## config.mk

```make
export PLATFORM = sky130hd
export DESIGN_NAME = ccd_flush_seq
export DESIGN_NICKNAME = d
export VERILOG_FILES = /design/src/rtl/ccd_flush_pkg.sv /design/src/rtl/ccd_flush_timer.sv /design/src/rtl/ccd_flush_fsm.sv /design/src/rtl/ccd_flush_drive.sv /design/src/rtl/ccd_flush_seq.sv
export SDC_FILE = /design/constraint.sdc
export NUM_CORES = 1
export LEC_CHECK = 0
export CORE_MARGIN = 4
export CORE_UTILIZATION = 45
export DETAILED_ROUTE_END_ITERATION = 7
export PLACE_DENSITY_LB_ADDON = 0.3
export SYNTH_ARGS = -nofsm -noshare
export SYNTH_HDL_FRONTEND = slang
export SYNTH_SLANG_ARGS = --single-unit
```

## constraint.sdc

```tcl
create_clock -name clk_i -period 4.35 [get_ports clk_i]
set_input_delay 0.87 -clock clk_i [delete_from_list [all_inputs] [get_ports clk_i]]
set_output_delay 0.87 -clock clk_i [all_outputs]
set_load 0.005 [all_outputs]
```

## src/rtl/ccd_flush_pkg.sv

```systemverilog
package ccd_flush_pkg;
  typedef enum logic [2:0] {
    ST_IDLE,
    ST_PARK,
    ST_GATE_ON,
    ST_GATE_OFF,
    ST_DROP,
    ST_SETTLE,
    ST_DONE
  } flush_state_e;

  typedef struct packed {
    logic vph_a;
    logic vph_b;
    logic flush;
    logic dump;
    logic done;
  } drive_t;
endpackage

```

## src/rtl/ccd_flush_timer.sv

```systemverilog
module ccd_flush_timer #(
  parameter int CNT_W = 16
) (
  input  logic             clk_i,
  input  logic             rst_ni,
  input  logic             load_i,
  input  logic [CNT_W-1:0] load_val_i,
  output logic             expired_o
);
  logic [CNT_W-1:0] cnt_q;

  always_ff @(posedge clk_i or negedge rst_ni) begin
    if (!rst_ni)            cnt_q <= '0;
    else if (load_i)        cnt_q <= load_val_i;
    else if (cnt_q != '0)   cnt_q <= cnt_q - 1'b1;
  end

  assign expired_o = (cnt_q == '0);
endmodule

```

## src/rtl/ccd_flush_fsm.sv

```systemverilog
module ccd_flush_fsm
  import ccd_flush_pkg::*;
#(
  parameter int CNT_W = 16
) (
  input  logic             clk_i,
  input  logic             rst_ni,
  input  logic             start_i,
  input  logic             row_mode_i,
  input  logic [CNT_W-1:0] park_i,
  input  logic [CNT_W-1:0] gate_i,
  input  logic [CNT_W-1:0] settle_i,
  input  logic             expired_i,
  output logic             load_o,
  output logic [CNT_W-1:0] load_val_o,
  output flush_state_e     state_o,
  output logic             row_mode_o
);
  flush_state_e     state_q, state_d;
  logic [CNT_W-1:0] gate_q, settle_q;
  logic             row_q;
  logic             accept;

  // count N lasts max(N,1) cycles: load N-1, zero maps to zero
  function automatic logic [CNT_W-1:0] span(input logic [CNT_W-1:0] n);
    return (n == '0) ? '0 : n - 1'b1;
  endfunction

  assign accept = (state_q == ST_IDLE) && start_i;

  always_comb begin
    state_d = state_q;
    unique case (state_q)
      ST_IDLE:     if (start_i)   state_d = ST_PARK;
      ST_PARK:     if (expired_i) state_d = ST_GATE_ON;
      ST_GATE_ON:  if (expired_i) state_d = ST_GATE_OFF;
      ST_GATE_OFF:                state_d = ST_DROP;
      ST_DROP:                    state_d = ST_SETTLE;
      ST_SETTLE:   if (expired_i) state_d = ST_DONE;
      ST_DONE:                    state_d = ST_IDLE;
      default:                    state_d = ST_IDLE;
    endcase
  end

  always_comb begin
    unique case (state_d)
      ST_PARK:    load_val_o = span(park_i);
      ST_GATE_ON: load_val_o = span(gate_q);
      ST_SETTLE:  load_val_o = span(settle_q);
      default:    load_val_o = '0;
    endcase
  end

  assign load_o = (state_d != state_q);

  always_ff @(posedge clk_i or negedge rst_ni) begin
    if (!rst_ni) begin
      state_q  <= ST_IDLE;
      gate_q   <= '0;
      settle_q <= '0;
      row_q    <= 1'b0;
    end else begin
      state_q <= state_d;
      if (accept) begin
        gate_q   <= gate_i;
        settle_q <= settle_i;
        row_q    <= row_mode_i;
      end
    end
  end

  assign state_o    = state_q;
  assign row_mode_o = row_q;

  // a running sequence never re-enters parking
  assert_busy_start_ignored_R9: assert property (@(posedge clk_i) disable iff (!rst_ni)
    (state_q != ST_IDLE && state_q != ST_PARK) |=> (state_q != ST_PARK));
endmodule

```

## src/rtl/ccd_flush_drive.sv

```systemverilog
module ccd_flush_drive
  import ccd_flush_pkg::*;
(
  input  flush_state_e state_i,
  input  logic         row_mode_i,
  output drive_t       drv_o
);
  always_comb begin
    drv_o = '0;
    unique case (state_i)
      ST_PARK, ST_GATE_OFF: drv_o.vph_b = 1'b1;
      ST_GATE_ON: begin
        drv_o.vph_b = 1'b1;
        if (row_mode_i) drv_o.dump  = 1'b1;
        else            drv_o.flush = 1'b1;
      end
      ST_DONE: drv_o.done = 1'b1;
      default: drv_o = '0;
    endcase
  end
endmodule

```

## src/rtl/ccd_flush_seq.sv

```systemverilog
module ccd_flush_seq
  import ccd_flush_pkg::*;
#(
  parameter int CNT_W = 16
) (
  input  logic             clk_i,
  input  logic             rst_ni,
  input  logic             start_i,
  input  logic             row_mode_i,
  input  logic [CNT_W-1:0] park_cycles_i,
  input  logic [CNT_W-1:0] gate_cycles_i,
  input  logic [CNT_W-1:0] settle_cycles_i,
  output logic             vphase_a_o,
  output logic             vphase_b_o,
  output logic             flush_gate_o,
  output logic             dump_gate_o,
  output logic             done_o
);
  flush_state_e     state;
  logic             row_mode;
  logic             load, expired;
  logic [CNT_W-1:0] load_val;
  drive_t           drv;

  ccd_flush_fsm #(.CNT_W(CNT_W)) i_fsm (
    .clk_i      (clk_i),
    .rst_ni     (rst_ni),
    .start_i    (start_i),
    .row_mode_i (row_mode_i),
    .park_i     (park_cycles_i),
    .gate_i     (gate_cycles_i),
    .settle_i   (settle_cycles_i),
    .expired_i  (expired),
    .load_o     (load),
    .load_val_o (load_val),
    .state_o    (state),
    .row_mode_o (row_mode)
  );

  ccd_flush_timer #(.CNT_W(CNT_W)) i_timer (
    .clk_i      (clk_i),
    .rst_ni     (rst_ni),
    .load_i     (load),
    .load_val_i (load_val),
    .expired_o  (expired)
  );

  ccd_flush_drive i_drive (
    .state_i    (state),
    .row_mode_i (row_mode),
    .drv_o      (drv)
  );

  assign vphase_a_o   = drv.vph_a;
  assign vphase_b_o   = drv.vph_b;
  assign flush_gate_o = drv.flush;
  assign dump_gate_o  = drv.dump;
  assign done_o       = drv.done;

  assert_vphase_a_low_R6: assert property (@(posedge clk_i) disable iff (!rst_ni)
    !vphase_a_o);
  assert_gates_exclusive_R10: assert property (@(posedge clk_i) disable iff (!rst_ni)
    !(flush_gate_o && dump_gate_o));
  assert_parked_before_gate_R2: assert property (@(posedge clk_i) disable iff (!rst_ni)
    $rose(flush_gate_o || dump_gate_o) |-> $past(vphase_b_o));
  assert_gate_low_under_drop_R5: assert property (@(posedge clk_i) disable iff (!rst_ni)
    $fell(vphase_b_o) |-> (!flush_gate_o && !dump_gate_o && !$past(flush_gate_o || dump_gate_o)));
  assert_done_single_R7: assert property (@(posedge clk_i) disable iff (!rst_ni)
    done_o |=> !done_o);
  assert_done_after_settle_R7: assert property (@(posedge clk_i) disable iff (!rst_ni)
    done_o |-> (!vphase_b_o && !$past(vphase_b_o)));
endmodule

```

Word level (Yosys, flattened, before mapping)
Cells that the tools add are included.
Widths: inputs -> output; s select.
Cells by class
  add/sub/neg operators: 4
  multiply operators: 0
  div/mod/pow operators: 0
  $lt $le $gt $ge: 0
  eq/ne operators: 10
  shift operators: 0
  multiplexer cells: 16
  bitwise operators: 0
  reduce and logical (&&, ||, !) cells: 9
Operators with widths (number)
  $mux 16: 5
  $logic_not 16->1: 4
  $sub 16x1->16 const B: 4
  $pmux 16 s3: 1
  $pmux 3 s6: 1
  $reduce_bool 16->1: 1
  $eq 3x3->1 const B: 4
  $mux 3: 4
  $eq 3x2->1 const B: 3
  $eq 3x1->1 const B: 2
  $mux 1: 4
  $logic_not 3->1: 1
  $ne 3x3->1: 1
  $reduce_or 3->1: 1
  $mux 2: 1
  $reduce_bool 2->1: 1
  $logic_and 1x1->1: 1
Storage, ports and cells
  flip-flop bits (word level): 52
  bits in latches: 0
  memory bits (writable): 0
  memory bits (read-only): 0
  input port bits: 52
  output and inout port bits: 5
  logic and storage cells: 44
  memories: 0

Logic depth before layout (Yosys ltp)
Gate-level depths: netlist of run 1.
  depth in word-level cells: 6
  mapped depth: 10
  mapped depth without buffers: 8

Hierarchy
A second synthesis of run 1 with hierarchy kept.
Second synthesis, totals
  cells, all modules: 380
  area total of the unflattened synthesis: 3668.5 µm²
By module, submodules not included
  ccd_flush_fsm: instances 1, cells each 267, area each 2611.3 µm², sequential area each 900.9 µm²
  ccd_flush_timer: instances 1, cells each 107, area each 999.7 µm², sequential area each 400.4 µm²
  ccd_flush_drive: instances 1, cells each 6, area each 57.6 µm², sequential area each 0.0 µm²

Least setup slack after synthesis of run 1
No wires, ideal clock.
  path type: input port to flip-flop
  start: in park_cycles_i[8]
  end: reg i_timer.cnt_q[0]
  setup time: 0.126 ns
  arrival: 2.284 ns
  data required time: 4.224 ns
  slack: 1.940 ns
  cell stages on the path: 6
  path buffers: 1
  cells stage by stage: nor4_2 -> nand2_1 -> o21ai_2 -> buf_4 -> o22ai_1 -> a221o_1
On the way
  cells in the longest elaborated chain, start to end: 4
RTL lines
  start: declaration: line ccd_flush_seq.sv:10  | input logic [CNT_W-1:0] park_cycles_i,
  $logic_not 16->1: line ccd_flush_fsm.sv:26  | return (n == '0) ? '0 : n - 1'b1;
  $mux 16: line ccd_flush_fsm.sv:26
  $pmux 16 s3: line ccd_flush_fsm.sv:46  | unique case (state_d)
  $mux 16: line ccd_flush_timer.sv:14  | else if (load_i) cnt_q <= load_val_i;
  end signal: assignment: line ccd_flush_timer.sv:14
  end signal: assignment: line ccd_flush_timer.sv:15  | else if (cnt_q != '0) cnt_q <= cnt_q - 1'b1;
  end: declaration: line ccd_flush_timer.sv:10  | logic [CNT_W-1:0] cnt_q;
No other way between the ends.
A chain may end at the register's enable or synchronous reset.

Final worst setup path of run 1
  start: in park_cycles_i[8]
  end: reg i_timer.cnt_q[3]
The elaborated chain is that of the path after synthesis.

==> run metrics, run 1 <==
status complete, no violations; Max Fclk about 330 MHz; final setup fails 0; share of cells above drive strength 1 a little under an eighth; Post-CTS Setup Inserts 0; post-synthesis cell type count 58; GR Overflow Total 0; CP Class input port to register; setup slack after placement 1.04 ns; Final Hold Viols 0; Top Family by Delay on Critical Path compound AO/OA/AOI/OAI gates; Setup Skew approximately 0.01 ns; drt via density between 5 and 6; Final ANT Viol Nets 0; # port buffers 55; # clock sinks 52; area grow syn2layout 17.9%; CTS tree built; CTS H-tree lvls 2; CTS Root Cell clkbuf_8; Max-cap violations 0; Syn Nets 500; Routed wire per std cell about 18 um; # resized after CTS 0; yosys warns 0; first-pass GRT wire length between 15 and 20 mm; Final Cycle Share just under 70%; Worst Reg2Reg Path Length in Cells 8; antenna violations before repair 0; Routed WL ~10 mm; met3 Use GR just under 2%; R2R Setup Slk 1.40 ns; Cell Pwr Density about 630 mW/mm^2; final std cells w/o fill roughly 590; core area approximately 0.0084 sq mm; met1 Track Usage GR a little under a third; Mapped Cells between 400 and 500; full die area about 0.010 sq mm; Overall Global Routing Usage 20.7%; worst hold path class input port to asynchronous set/reset pin; required time of the critical path 4.55 ns; reg-to-reg endpoint i_timer.cnt_q[15]$_DFFE_PN0P_; vias in the first global route approximately 3.4k; final setup TNS 0 ns; Critical path buffers and inverters 1; Die Wd 102 um; final critical-path required period about 3 ns; Die Ht around 100 um; clk buf depth 2; hold slack roughly 0.43 ns; fin nets between 500 and 600; Initial Util between 40% and 50%; clk slew on worst S/H paths approximately 0.090 ns; DR iter-0 viols between 200 and 300; RSZ-0062 raised after global routing false; Filler Cells Inserted 749; Critical Path AT between 3 and 4 ns; reg-to-reg startpoint i_timer.cnt_q[0]$_DFFE_PN0P_; # DRC 0; CP max stage delay 0.55 ns; final estimated routing congestion in global placement about 0.9; I/O Pins 57; met2 Use GR approximately 33%; Multi-input gate area 0.00251 sq mm; peak supply drop roughly 300 uV; max_slew headroom a little over two fifths; Via Count between 3k and 4k; worst path cell trace clkdlybuf4s50_1 -> nor4_2 -> nand2_1 -> o21ai_2 -> nor2_1 -> o21a_1 -> o32a_1; gr busiest metal met2; FP Rows 33; DP Area 0.00456 sq mm; Worst Setup End Kind register; hold_buf cts 0; predominant post-synthesis flop cell dfrtp_1; final design instance area without fill between 0.004 and 0.005 sq mm; crit-path max FO 16; Lkg Pwr ~1.8 nW; # diodes 0; largest net degree at the start of global routing 41; sequential cell area between 0.001 and 0.0015 sq mm; PnR worst setup slack between 1 and 1.5 ns; asr flop ratio synth between 90% and 100%; total stage count of the critical path 7; slowest stage cell, crit path o21ai_2; Slew Viols, Final 0; sequential area share after synthesis around a third; Worst-Skew Late Latency 0.31 ns; Post-synth EDFFs 0; DP HPWL just under 8 mm; syn_area_per_cell approximately 8.9 sq um; Num CTS Buffers 5; startpoint types input port; Seq cells post-synth 52; worst slew pin tran between 0.8 and 0.9 ns; synthesized area ~0.004 sq mm; first drt pass iteration count 5; post-placement cell count between 500 and 600
==> state kept, by name, indices dropped and copies added (netlist names) <==
| signal | cells |
|---|---|
| i_fsm.gate_q | 16 |
| i_fsm.settle_q | 16 |
| i_fsm.state_o | 3 |
| i_timer.cnt_q | 16 |
| i_fsm.row_mode_o | 1 |
==> placed cells by master, fill, tap and decap left out, drive strengths merged, types with 7 or more instances in the layout <==
| cell | Yosys | final |
|---|---|---|
| xnor2 | 21 | 21 |
| ha | 7 | 7 |
| a21oi | 30 | 30 |
| nand4 | 7 | 7 |
| clkbuf | 10 | 7 |
| xor2 | 25 | 25 |
| inv | 10 | 10 |
| nor4 | 15 | 15 |
| o22a | 16 | 16 |
| nand3b | 7 | 7 |
| nor3 | 11 | 11 |
| mux2 | 29 | 29 |
| o31ai | 7 | 7 |
| dfrtp | 52 | 52 |
| clkdlybuf4s50 | 0 | 54 |
| nand2b | 8 | 8 |
| nand2 | 48 | 48 |
| o21ai | 21 | 21 |
| nor2 | 40 | 40 |
==> synthesized netlist by cell type (all sizes together) (2+ instances only) <==
master | n | area (sq um)
a211oi | 3 | 22.5
a21o | 2 | 15.0
a21oi | 30 | 150
and3 | 2 | 12.5
and4 | 2 | 17.5
and4b | 2 | 20.0
buf | 10 | 62.6
clkbuf | 10 | 37.5
dfrtp | 52 | 1300
ha | 7 | 87.6
inv | 10 | 37.5
mux2 | 29 | 327
mux2i | 2 | 20.0
nand2 | 48 | 180
nand2b | 8 | 52.6
nand3 | 6 | 30.0
nand3b | 7 | 52.6
nand4 | 7 | 50.1
nand4b | 4 | 35.0
nor2 | 40 | 150
nor2b | 6 | 37.5
nor3 | 11 | 55.1
nor3b | 3 | 22.5
nor4 | 15 | 166
nor4b | 4 | 50.1
o21a | 3 | 22.5
o21ai | 21 | 113
o22a | 16 | 140
o22ai | 6 | 37.5
o31a | 2 | 17.5
o31ai | 7 | 52.6
o32a | 2 | 20.0
or4 | 6 | 52.6
xnor2 | 21 | 184
xor2 | 25 | 219
==> through the flow <==
stage | power [mW] | utilization, %
floorplan | 2.17 | -
global placement | 2.55 | 54.4
detailed placement | 2.59 | 54.4
CTS | 2.89 | 55.5
global route | 3.14 | 55.5
finish | 2.92 | 55.5
==> area by class of cell <==
cell class              instances  area share (%)
well taps                     105            2.82
clock buffers                   7            1.86
flip-flops and latches         52            28.0
clock inverters                 1           0.161
inverters                      10           0.807
repair buffers                 59            12.4
multi-input cells             359            54.0
==> logic make-up after synthesis <==
logic type | count (synthesis) | share of synthesized area (%)
buf+inv | 30 | 3.49
flops | 52 | 33.0
fa+ha+maj | 7 | 2.22
simple gates | 175 | 25.7
other cells | 1 | 0.0951
mux | 31 | 8.79
xor+xnor | 46 | 10.2
compound gates | 99 | 16.5
==> where the power goes <==
part	switching, mW	total (mW)	internal [mW]
Clock	0.164	0.293	0.130
Sequential	0.322	1.03	0.711
Combinational	0.827	1.59	0.762
Total	1.31	2.92	1.60
==> routing by layer <==
| layer | vias up | share of wire (%) | wire length (um) |
|---|---|---|---|
| met3 | 13 | 5.8 | 606 |
| met5 | - | 0 | 0 |
| met1 | 1703 | 47 | 4850 |
| li1 | 1702 | - | - |
| met2 | 132 | 46 | 4750 |
| met4 | 0 | 1.6 | 168 |
==> worst max-delay path by stage <==
stage / start / endpoint / slack, ns
3_5_place_dp: park_cycles_i[8] / i_timer.cnt_q[3]$_DFFE_PN0P_ / 1.04
5_1_grt: park_cycles_i[8] / i_timer.cnt_q[3]$_DFFE_PN0P_ / 1.14
6_report: park_cycles_i[8] / i_timer.cnt_q[3]$_DFFE_PN0P_ / 1.35
3_3_place_gp: park_cycles_i[8] / i_timer.cnt_q[3]$_DFFE_PN0P_ / 1.11
4_1_cts: park_cycles_i[8] / i_timer.cnt_q[3]$_DFFE_PN0P_ / 1.36
2_1_floorplan: park_cycles_i[8] / i_timer.cnt_q[0]$_DFFE_PN0P_ / 1.94
Power figures use the tool's default switching activity.
==> run 2, diff against run 1 <==
==> constraint.sdc (replaced) <==
create_clock -name clk_i -period 2.7 [get_ports clk_i]
set_input_delay 0.54 -clock clk_i [delete_from_list [all_inputs] [get_ports clk_i]]
set_output_delay 0.54 -clock clk_i [all_outputs]
set_load 0.005 [all_outputs]
==> run metrics, run 2 (synthesis gave the netlist of run 1 again) <==
Comb power frac 54.6% (was 54.5%); core area 0.00838 sq mm (unchanged); Cell Pwr Density 1020 mW/mm^2 (was 627 mW/mm^2); worst hold path class input port to asynchronous set/reset pin (unchanged); Worst-Skew Late Latency 0.31 ns (about the same); first drt pass iteration count 5 (unchanged); peak supply drop 454 uV (was 307 uV); crit-path max FO 14 (was 16); # resized after CTS 0 (unchanged); CTS tree built (unchanged); # clock sinks 52 (unchanged); Max-cap violations 0 (unchanged); Post-CTS Setup Inserts 0 (unchanged); GR Overflow Total 0 (unchanged); Critical path buffers and inverters 1 (unchanged); Via Count 3626 (was 3550); Die Wd 102 um (unchanged); I/O Pins 57 (unchanged); final setup fails 0 (unchanged); hold_buf cts 0 (unchanged); commonest cells after routing, fill and taps aside 54 x clkdlybuf4s50_1, 52 x dfrtp_1, 48 x nand2_1 (unchanged); FP Rows 33 (unchanged); commonest non-fill, non-tap cell in the layout clkdlybuf4s50_1 (unchanged); DR iter-0 viols 290 (was 282); Final ANT Viol Nets 0 (unchanged); # diodes 0 (unchanged); clock share of power 11.6% (was 10.1%); final estimated routing congestion in global placement 0.943 (was 0.906); Final Hold Viols 0 (unchanged); max_slew headroom 56.1% (was 43.1%); largest net degree at the start of global routing 38 (was 41); status complete, no violations (unchanged); Die Ht 102 um (unchanged); Max Fclk 405 MHz; Slew Viols, Final 0 (unchanged); clk slew on worst S/H paths 0.11 ns (was 0.09 ns); # DRC 0 (unchanged); Overall Global Routing Usage 21.7% (was 20.7%); drt via density 5.95 (was 5.99); first-pass GRT wire length 17.6 mm (was 17.0 mm); DP HPWL 8.49 mm (was 7.79 mm); antenna violations before repair 0 (unchanged); Final Cycle Share roughly nine tenths; final design instance area without fill 0.00480 sq mm (was 0.00465 sq mm); Regs by FF count i_fsm.gate_q: 16 flops, i_fsm.settle_q: 16 flops, i_timer.cnt_q: 16 flops (unchanged); Initial Util 47.1% (unchanged); Routed WL 10.9 mm (was 10.4 mm); slowest stage cell, crit path o21ai_2 (unchanged); Sw Ratio 44.2% (was 45.0%); Worst Setup End Kind register (unchanged); required time of the critical path 2.91 ns (was 4.55 ns); CP max stage delay 0.60 ns (was 0.55 ns); final critical-path required period ~2.5 ns; Cell Int Power 2.72 mW (was 1.60 mW); full die area 0.0103 sq mm (unchanged); Num CTS Buffers 5 (unchanged); Lkg Pwr 1.89 nW (was 1.80 nW); share of cells above drive strength 1 14.5% (was 11.7%); # port buffers 55 (unchanged); Setup Skew 0.00938 ns (was 0.00972 ns); CP Class register to register (was input port to register); final setup TNS 0 ns (unchanged); Critical Path AT 2.68 ns (was 3.20 ns); RSZ-0062 raised after global routing false (unchanged); NetSw 2.16 mW (was 1.31 mW); Reg power frac 33.7% (was 35.4%); CTS H-tree lvls 2 (unchanged); CP startpoint i_timer.cnt_q[0]$_DFFE_PN0P_ (was park_cycles_i[8]); vias in the first global route 3602 (was 3379); DP Area 0.00469 sq mm (was 0.00456 sq mm); worst path cell trace inv_1 -> ha_1 -> nor4b_4 -> nand4_2 -> o21ai_2 -> nand2b_1 -> o21ai_1 -> o22a_1 (was clkdlybuf4s50_1 -> nor4_2 -> nand2_1 -> o21ai_2 -> nor2_1 -> o21a_1 -> o32a_1); CTS Root Cell clkbuf_8 (unchanged); fin nets 562 (was 546); Top Family by Delay on Critical Path compound AO/OA/AOI/OAI gates (unchanged); Routed wire per std cell 18.0 um (was 17.5 um); reg-to-reg startpoint i_timer.cnt_q[0]$_DFFE_PN0P_ (unchanged); clk buf depth 2 (unchanged); area grow syn2layout 21.7% (was 17.9%); worst slew pin tran 0.652 ns (was 0.846 ns); startpoint types register (was input port)
run 2: cell types whose count changed in the layout (fill, tap and decap cells not counted):
cell	delta
buf_4	+15
buf_12	+1
bufinv_16	+1
clkinvlp_4	-1
clkbuf_8	-1
inv_6	+1
run 2: cell type report:
| class | instances | area, sq um |
|---|---|---|
| Tap cell | 105 | 131 |
| Fill cell | 742 | 3580 |
| Multi-Input combinational cell | 359 | 2510 |
| Clock buffer | 6 | 72.6 |
| Timing Repair Buffer | 75 | 708 |
| Inverter | 10 | 37.5 |
| Clock inverter | 2 | 38.8 |
| Sequential cell | 52 | 1300 |
run 2: power by group through the flow:
stage,Combinational (mW),Sequential [mW],Clock (mW)
final,2.67,1.65,0.569
after detailed placement,2.62,1.67,0
after global placement,2.58,1.64,0
after floorplan,1.97,1.53,0
after global routing,2.93,1.72,0.599
after CTS,2.64,1.65,0.572
run 2: stage by stage:
stage / hold WS (ns) / setup slack [ns] / cells / power [mW] / util (%)
after floorplan: 0.244 / 0.620 / 441 / 3.50 / -
after global placement: 0.448 / 0.180 / 601 / 4.22 / 55.9
after detailed placement: 0.456 / 0.194 / 601 / 4.29 / 55.9
after CTS: 0.115 / 0.265 / 609 / 4.86 / 57.3
after global routing: 0.132 / 0.0835 / 609 / 5.24 / 57.3
final: 0.101 / 0.232 / 609 / 4.88 / 57.3
run 2: final timing paths:
check / end / slack, ns / depth (start not counted)
setup / recovery: i_timer.cnt_q[10]$_DFFE_PN0P_ / 0.23 / 8
hold / removal: i_fsm.settle_q[11]$_DFFE_PN0P_ / 0.10 / 1
setup reg to reg: i_timer.cnt_q[10]$_DFFE_PN0P_ / 0.23 / 8
hold reg to reg: i_fsm.row_mode_o$_DFFE_PN0P_ / 0.54 / 1
max in group asynchronous: i_fsm.gate_q[9]$_DFFE_PN0P_ / 2.00 / 2
min in group clk_i: i_fsm.row_mode_o$_DFFE_PN0P_ / 0.54 / 1
run 2: routing by layer:
layer	routed length (um)	track usage, %
met5	0	0
met4	298	7.36
met3	874	5.58
met2	4980	34.2
met1	4780	29.0
